### config.mk
export PLATFORM = sky130hd
export DESIGN_NAME = perf_ctr_csr
export DESIGN_NICKNAME = d
export VERILOG_FILES = /design/src/rtl/perf_ctr_pkg.sv /design/src/rtl/perf_rst_sync.sv /design/src/rtl/perf_split_ctr.sv /design/src/rtl/perf_csr_decode.sv /design/src/rtl/perf_ctr_csr.sv
export SDC_FILE = /design/constraint.sdc
export NUM_CORES = 1
export LEC_CHECK = 0
export ABC_AREA = 1
export BUFFER_PORTS_ARGS = -buffer_cell sky130_fd_sc_hd__buf_2
export CORE_ASPECT_RATIO = 0.8
export CORE_MARGIN = 4
export CORE_UTILIZATION = 45
export DETAILED_ROUTE_END_ITERATION = 16
export PLACE_DENSITY_LB_ADDON = 0.3
export RECOVER_POWER = 50
export SYNTH_ARGS = -nofsm -noshare
export SYNTH_HDL_FRONTEND = slang
export SYNTH_SLANG_ARGS = --single-unit
### constraint.sdc
create_clock -name clk_i -period 6.55 [get_ports clk_i]
set_input_delay 1.31 -clock clk_i [delete_from_list [all_inputs] [get_ports clk_i]]
set_output_delay 1.31 -clock clk_i [all_outputs]
set_load 0.005 [all_outputs]
### src/rtl/perf_ctr_pkg.sv
package perf_ctr_pkg;

  localparam int unsigned CSR_ADDR_W = 12;
  localparam int unsigned NUM_CTR    = 3;
  localparam int unsigned CTR_IDX_W  = $clog2(NUM_CTR);

  typedef enum logic [CTR_IDX_W-1:0] {
    CTR_CYCLE   = 2'd0,
    CTR_TIME    = 2'd1,
    CTR_INSTRET = 2'd2
  } ctr_id_e;

  localparam logic [CSR_ADDR_W-1:0] LO_BASE = 12'hC00;
  localparam logic [CSR_ADDR_W-1:0] HI_BASE = 12'hC80;

  localparam logic [CSR_ADDR_W-1:0] ADDR_CYCLE_LO   = LO_BASE + 12'd0;
  localparam logic [CSR_ADDR_W-1:0] ADDR_TIME_LO    = LO_BASE + 12'd1;
  localparam logic [CSR_ADDR_W-1:0] ADDR_INSTRET_LO = LO_BASE + 12'd2;
  localparam logic [CSR_ADDR_W-1:0] ADDR_CYCLE_HI   = HI_BASE + 12'd0;
  localparam logic [CSR_ADDR_W-1:0] ADDR_TIME_HI    = HI_BASE + 12'd1;
  localparam logic [CSR_ADDR_W-1:0] ADDR_INSTRET_HI = HI_BASE + 12'd2;

  // counters that accept software writes, one bit per counter id
  localparam logic [NUM_CTR-1:0] WRITABLE_MASK = 3'b100;

endpackage

### src/rtl/perf_rst_sync.sv
module perf_rst_sync #(
  parameter int unsigned STAGES = 2
) (
  input  logic clk_i,
  input  logic rst_ni,
  output logic rst_sync_no
);

  logic [STAGES-1:0] sync_q;
  logic [STAGES-1:0] sync_d;

  always_comb begin
    sync_d = {sync_q[STAGES-2:0], 1'b1};
  end

  always_ff @(posedge clk_i or negedge rst_ni) begin
    if (!rst_ni) begin
      sync_q <= '0;
    end else begin
      sync_q <= sync_d;
    end
  end

  assign rst_sync_no = sync_q[STAGES-1];

endmodule

### src/rtl/perf_split_ctr.sv
module perf_split_ctr #(
  parameter int unsigned HALF_W = 32
) (
  input  logic              clk_i,
  input  logic              rst_ni,
  input  logic              inc_i,
  input  logic              wr_lo_i,
  input  logic              wr_hi_i,
  input  logic [HALF_W-1:0] wdata_i,
  output logic [HALF_W-1:0] lo_o,
  output logic [HALF_W-1:0] hi_o
);

  logic [HALF_W-1:0] lo_q, hi_q;
  logic [HALF_W-1:0] lo_d, hi_d;
  logic [HALF_W-1:0] lo_inc, hi_inc;
  logic              carry;
  logic              en;

  // increment first, then let a write replace its half
  always_comb begin
    carry  = inc_i & (&lo_q);
    lo_inc = lo_q + {{(HALF_W-1){1'b0}}, inc_i};
    hi_inc = hi_q + {{(HALF_W-1){1'b0}}, carry};
    lo_d   = wr_lo_i ? wdata_i : lo_inc;
    hi_d   = wr_hi_i ? wdata_i : hi_inc;
    en     = inc_i | wr_lo_i | wr_hi_i;
  end

  always_ff @(posedge clk_i or negedge rst_ni) begin
    if (!rst_ni) begin
      lo_q <= '0;
      hi_q <= '0;
    end else if (en) begin
      lo_q <= lo_d;
      hi_q <= hi_d;
    end
  end

  assign lo_o = lo_q;
  assign hi_o = hi_q;


  carry_same_edge_chk: assert property (@(posedge clk_i) disable iff (!rst_ni)
    (inc_i && !wr_lo_i && !wr_hi_i && (&lo_q)) |=>
      (lo_q == '0 && hi_q == $past(hi_q) + 1'b1));


  low_step_chk: assert property (@(posedge clk_i) disable iff (!rst_ni)
    (inc_i && !wr_lo_i && !wr_hi_i && !(&lo_q)) |=>
      (lo_q == $past(lo_q) + 1'b1 && $stable(hi_q)));


  idle_hold_chk: assert property (@(posedge clk_i) disable iff (!rst_ni)
    (!inc_i && !wr_lo_i && !wr_hi_i) |=> ($stable(lo_q) && $stable(hi_q)));

endmodule

### src/rtl/perf_csr_decode.sv
module perf_csr_decode
  import perf_ctr_pkg::*;
(
  input  logic [CSR_ADDR_W-1:0] addr_i,
  input  logic                  rd_i,
  input  logic                  wr_i,
  output logic                  hit_o,
  output logic [CTR_IDX_W-1:0]  idx_o,
  output logic                  hi_o,
  output logic [NUM_CTR-1:0]    wr_lo_o,
  output logic [NUM_CTR-1:0]    wr_hi_o,
  output logic                  illegal_o
);

  logic [NUM_CTR-1:0] match_lo;
  logic [NUM_CTR-1:0] match_hi;

  for (genvar g = 0; g < NUM_CTR; g++) begin : g_match
    assign match_lo[g] = (addr_i == LO_BASE + CSR_ADDR_W'(g));
    assign match_hi[g] = (addr_i == HI_BASE + CSR_ADDR_W'(g));
    assign wr_lo_o[g]  = wr_i & match_lo[g] & WRITABLE_MASK[g];
    assign wr_hi_o[g]  = wr_i & match_hi[g] & WRITABLE_MASK[g];
  end

  always_comb begin
    idx_o = '0;
    for (int i = 0; i < NUM_CTR; i++) begin
      if (match_lo[i] || match_hi[i]) begin
        idx_o = CTR_IDX_W'(i);
      end
    end
  end

  logic writable_sel;

  always_comb begin
    hit_o        = |{match_lo, match_hi};
    hi_o         = |match_hi;
    writable_sel = |((match_lo | match_hi) & WRITABLE_MASK);
    illegal_o    = ((rd_i | wr_i) & ~hit_o) | (wr_i & hit_o & ~writable_sel);
  end

endmodule

### src/rtl/perf_ctr_csr.sv
module perf_ctr_csr
  import perf_ctr_pkg::*;
#(
  parameter int unsigned DATA_W    = 32,
  parameter int unsigned RST_STAGE = 2
) (
  input  logic                  clk_i,
  input  logic                  rst_ni,
  input  logic                  tick_i,
  input  logic                  retire_i,
  input  logic [CSR_ADDR_W-1:0] csr_addr_i,
  input  logic                  csr_rd_i,
  input  logic                  csr_wr_i,
  input  logic [DATA_W-1:0]     csr_wdata_i,
  output logic [DATA_W-1:0]     csr_rdata_o,
  output logic                  csr_illegal_o
);

  localparam int unsigned CNT_W = 2 * DATA_W;

  logic rst_sync_n;

  perf_rst_sync #(.STAGES(RST_STAGE)) u_rst_sync (
    .clk_i       (clk_i),
    .rst_ni      (rst_ni),
    .rst_sync_no (rst_sync_n)
  );

  logic                 dec_hit;
  logic [CTR_IDX_W-1:0] dec_idx;
  logic                 dec_hi;
  logic [NUM_CTR-1:0]   dec_wr_lo;
  logic [NUM_CTR-1:0]   dec_wr_hi;
  logic                 dec_illegal;

  perf_csr_decode u_decode (
    .addr_i    (csr_addr_i),
    .rd_i      (csr_rd_i),
    .wr_i      (csr_wr_i),
    .hit_o     (dec_hit),
    .idx_o     (dec_idx),
    .hi_o      (dec_hi),
    .wr_lo_o   (dec_wr_lo),
    .wr_hi_o   (dec_wr_hi),
    .illegal_o (dec_illegal)
  );

  logic [NUM_CTR-1:0] ctr_inc;
  logic [DATA_W-1:0]  ctr_lo [NUM_CTR];
  logic [DATA_W-1:0]  ctr_hi [NUM_CTR];

  always_comb begin
    ctr_inc              = '0;
    ctr_inc[CTR_CYCLE]   = 1'b1;
    ctr_inc[CTR_TIME]    = tick_i;
    ctr_inc[CTR_INSTRET] = retire_i;
  end

  for (genvar g = 0; g < NUM_CTR; g++) begin : g_ctr
    perf_split_ctr #(.HALF_W(DATA_W)) u_ctr (
      .clk_i   (clk_i),
      .rst_ni  (rst_sync_n),
      .inc_i   (ctr_inc[g]),
      .wr_lo_i (dec_wr_lo[g]),
      .wr_hi_i (dec_wr_hi[g]),
      .wdata_i (csr_wdata_i),
      .lo_o    (ctr_lo[g]),
      .hi_o    (ctr_hi[g])
    );
  end

  // read data reflects the registers, i.e. the value before this cycle's update
  always_comb begin
    csr_rdata_o = '0;
    for (int i = 0; i < NUM_CTR; i++) begin
      if (csr_rd_i && dec_hit && dec_idx == CTR_IDX_W'(i)) begin
        csr_rdata_o = dec_hi ? ctr_hi[i] : ctr_lo[i];
      end
    end
  end

  assign csr_illegal_o = dec_illegal;

  logic [CNT_W-1:0] cycle_full;
  assign cycle_full = {ctr_hi[CTR_CYCLE], ctr_lo[CTR_CYCLE]};


  ro_write_flag_chk: assert property (@(posedge clk_i) disable iff (!rst_sync_n)
    (csr_wr_i && (csr_addr_i == ADDR_CYCLE_LO || csr_addr_i == ADDR_CYCLE_HI ||
                  csr_addr_i == ADDR_TIME_LO  || csr_addr_i == ADDR_TIME_HI))
      |-> csr_illegal_o);


  cycle_advance_chk: assert property (@(posedge clk_i) disable iff (!rst_sync_n)
    1'b1 |=> cycle_full == $past(cycle_full) + 1'b1);


  instret_lo_write_chk: assert property (@(posedge clk_i) disable iff (!rst_sync_n)
    (csr_wr_i && csr_addr_i == ADDR_INSTRET_LO) |=>
      ctr_lo[CTR_INSTRET] == $past(csr_wdata_i));


  instret_hi_write_chk: assert property (@(posedge clk_i) disable iff (!rst_sync_n)
    (csr_wr_i && csr_addr_i == ADDR_INSTRET_HI) |=>
      ctr_hi[CTR_INSTRET] == $past(csr_wdata_i));


  unmapped_zero_chk: assert property (@(posedge clk_i) disable iff (!rst_sync_n)
    (csr_rd_i && !dec_hit) |-> (csr_rdata_o == '0 && csr_illegal_o));

endmodule

==> flow_metrics.tcl <==
set metrics [dict create \
    path_class "in2out" \
    areaGrowthSynthToFinish_pct 9.78 \
    yosysSeqAreaShare_pct 36.2 \
    startpoint "csr_addr_i[6]" \
    track_usage_pct 30.3 \
    first_pass_iters 5 \
    cts_tree "built" \
    rsz0062_at_grt "false" \
    hpwlAfterDp_mm 38.8 \
    critPathMaxStageDelay_ns 0.82 \
    syn-cell-area_mm2 0.0134 \
    htree_levels 4 \
    relSlewSlack_pct -71.8 \
    p_leak_nw 7.30 \
    drv_slew 62 \
    antennaDiodeCount 0 \
    violations "capacitance limit, slew limit" \
    hp-class "reg2reg" \
    port_buffers 82 \
    drcViolationCount 0 \
    wire_per_inst_um 20.2 \
    globalplace.congestion 1.05 \
    yosysUniqueCellTypes 35 \
    critPathLaunchType "input port" \
    initial_core_util_pct 45.7 \
    path_cells "buf_2 > nor2_1 > nand2_1 > nor2_4 > nand2_1 > nor2_2 > buf_4 > nand3_1 > nand3_1 > buf_2" \
    r2r_cells 17 \
    ant_nets 0 \
    ys_ff_latch 194 \
    grt_pass1_wl_mm 76.2 \
    ys_async_sr_fraction_pct 100 \
    cts_buffers 17 \
    fin_util_pct 50.1 \
    grt_max_degree 137 \
    fin_setup_tns_ns 0 \
    insertion_delay_ns 0.48 \
    tightest_slew_ns 2.58 \
    setup_violations 0 \
    grt_pass1_vias 12800 \
    clock.fmax_ghz 0.208 \
    clock-sinks 194 \
    cts.path.max_buffers 2 \
    cts_resized 0 \
    nNetsFinal 2114 \
    synth_enable_flop_cells 0 \
    core_mm2 0.0294 \
    total_power_mw 2.69 \
    die-height_um 162 \
    skew_ns 0.0140 \
    gr-total-overflow 0 \
    timing.rr.end "g_ctr[0].u_ctr.hi_o[26]" \
    grt_antenna_before_repair 0 \
    yosys_warnings 0 \
    synthMostInstantiatedCell "nand2_1" \
    hold_start "u_rst_sync.sync_q[0]" \
    r2r_start "g_ctr[0].u_ctr.lo_o[0]" \
    required_ns 5.24 \
    synth_ff_type "dfrtp_1" \
    period_needed_ns 4.81 \
    dieArea_mm2 0.0326 \
    cp_slowest_cell "nor2_2" \
    arrival_ns 3.50 \
    yosys.area.top_type "dfrtp_1" \
    final_layout_size_suffix_gt1_share_pct 7.45 \
    power_density_mw_per_mm2 182 \
    rows 56 \
    hold_viol 0 \
    status "finished, violations left" \
    dr_total_vias 13700 \
    synthTopCellsByArea "dfrtp_1 (36%), nand2_1 (19%), nand3_1 (8.0%)" \
    holdWs_ns 0.355 \
    crit_fanout 24 \
    die_w_um 201 \
    hold_end "u_rst_sync.sync_q[1]" \
    reg2reg_setup_slack_ns 2.71 \
    wl_mm 49.2 \
    synth_common_cells "nand2_1 (667), inv_1 (248), nand3_1 (215)" \
    min_period_over_period_pct 73.5 \
    cap_violations 1 \
    io_pins 83 \
    clkTransAtPathRegs_ns 0.08 \
    drt_iter0_drc 1698 \
    root_buffer "clkbuf_16" \
    ir_drop_v 0.000185 \
    synthesis.nets 2062 \
    syn-instance-count 2001 \
    end_kind "primary output" \
    hold_depth 0 \
    synth_top_area_share_pct 36.2 \
    synth_area_per_cell_um2 6.70 \
    via_per_inst 5.62 \
    cts_setup_buffers 0 \
    cts_hold_buf 0 \
]
==> sequential cells by signal, summed over array words and instances, names as in the netlist <==
name,cells
g_ctr.u_ctr.hi_o,96
g_ctr.u_ctr.lo_o,96
u_rst_sync.sync_q,2
==> area by class of cell <==
cell class / instances / area [um2]
multi-input combinational: 1497 / 7340
fill: 3000 / 14600
tap: 377 / 472
clock buffer: 18 / 439
timing repair buffer: 92 / 508
clock inverter: 14 / 164
inverter: 251 / 942
sequential: 194 / 4850
==> where the power goes <==
part           internal (mW)  total [mW]  switching, mW  leakage, nW
combinational         0.0774       0.277          0.200         4.44
sequential              1.24        1.30         0.0648         2.57
clock                  0.557        1.11          0.549        0.296
==> worst max-delay path by stage <==
| stage | to | slack (ns) | cells after the start |
|---|---|---|---|
| finish | csr_rdata_o[29] | 1.74 | 10 |
| global route | csr_rdata_o[29] | 1.57 | 10 |
| CTS | csr_rdata_o[29] | 1.79 | 10 |
| detailed placement | csr_rdata_o[29] | 1.79 | 10 |
| global placement | csr_rdata_o[29] | 1.79 | 10 |
| floorplan | g_ctr[0].u_ctr.hi_o[0] | 0.74 | 0 |
==> worst max-delay path: cells and delay by family <==
family | cells | cell delay [ns]
simple gates | 7 | 1.59
buf+inv | 3 | 0.59
==> cell usage in the layout (no fill, tap or decap), drive strengths merged <==
cell	n
xor2	95
nor2	221
dfrtp	194
nor4	7
nand3b	10
buf	90
xnor2	23
nor3b	1
a31oi	4
bufinv	1
nand2b	1
clkinv	4
conb	1
ha	11
inv	259
and2	1
a22o	1
or2	6
clkinvlp	1
o211ai	75
clkbuf	20
nor3	51
nand4	41
o21ai	43
nand2	667
a21oi	19
nand3	219
==> per-stage QoR <==
step,area (um2),setup slack [ns],std cells
after CTS,14700,1.79,2443
after floorplan,13400,0.744,2001
after detailed placement,14100,1.79,2411
final,14700,1.74,2443
after global routing,14700,1.57,2443
after global placement,14100,1.79,2411
==> kinds of logic (layout without fill, tap and decap cells) <==
family / after synthesis / after routing / share of synthesized area (%)
XOR/XNOR: 118 / 118 / 7.71
flip-flops: 194 / 194 / 36.2
AND/OR/NAND/NOR: 1225 / 1225 / 39.2
other: 1 / 1 / 0.0280
adder cells (fa/ha/maj): 11 / 11 / 1.03
AO/OA/AOI/OAI: 142 / 142 / 6.76
buffers and inverters: 310 / 375 / 9.11
==> routing by layer <==
layer / track usage (%) / wire length [um]
met1: 43.3 / 21400
met2: 43.1 / 20200
met3: 6.53 / 4750
met4: 15.6 / 2850
met5: 0 / 0
Note: power is estimated with default switching activity, not from simulation.
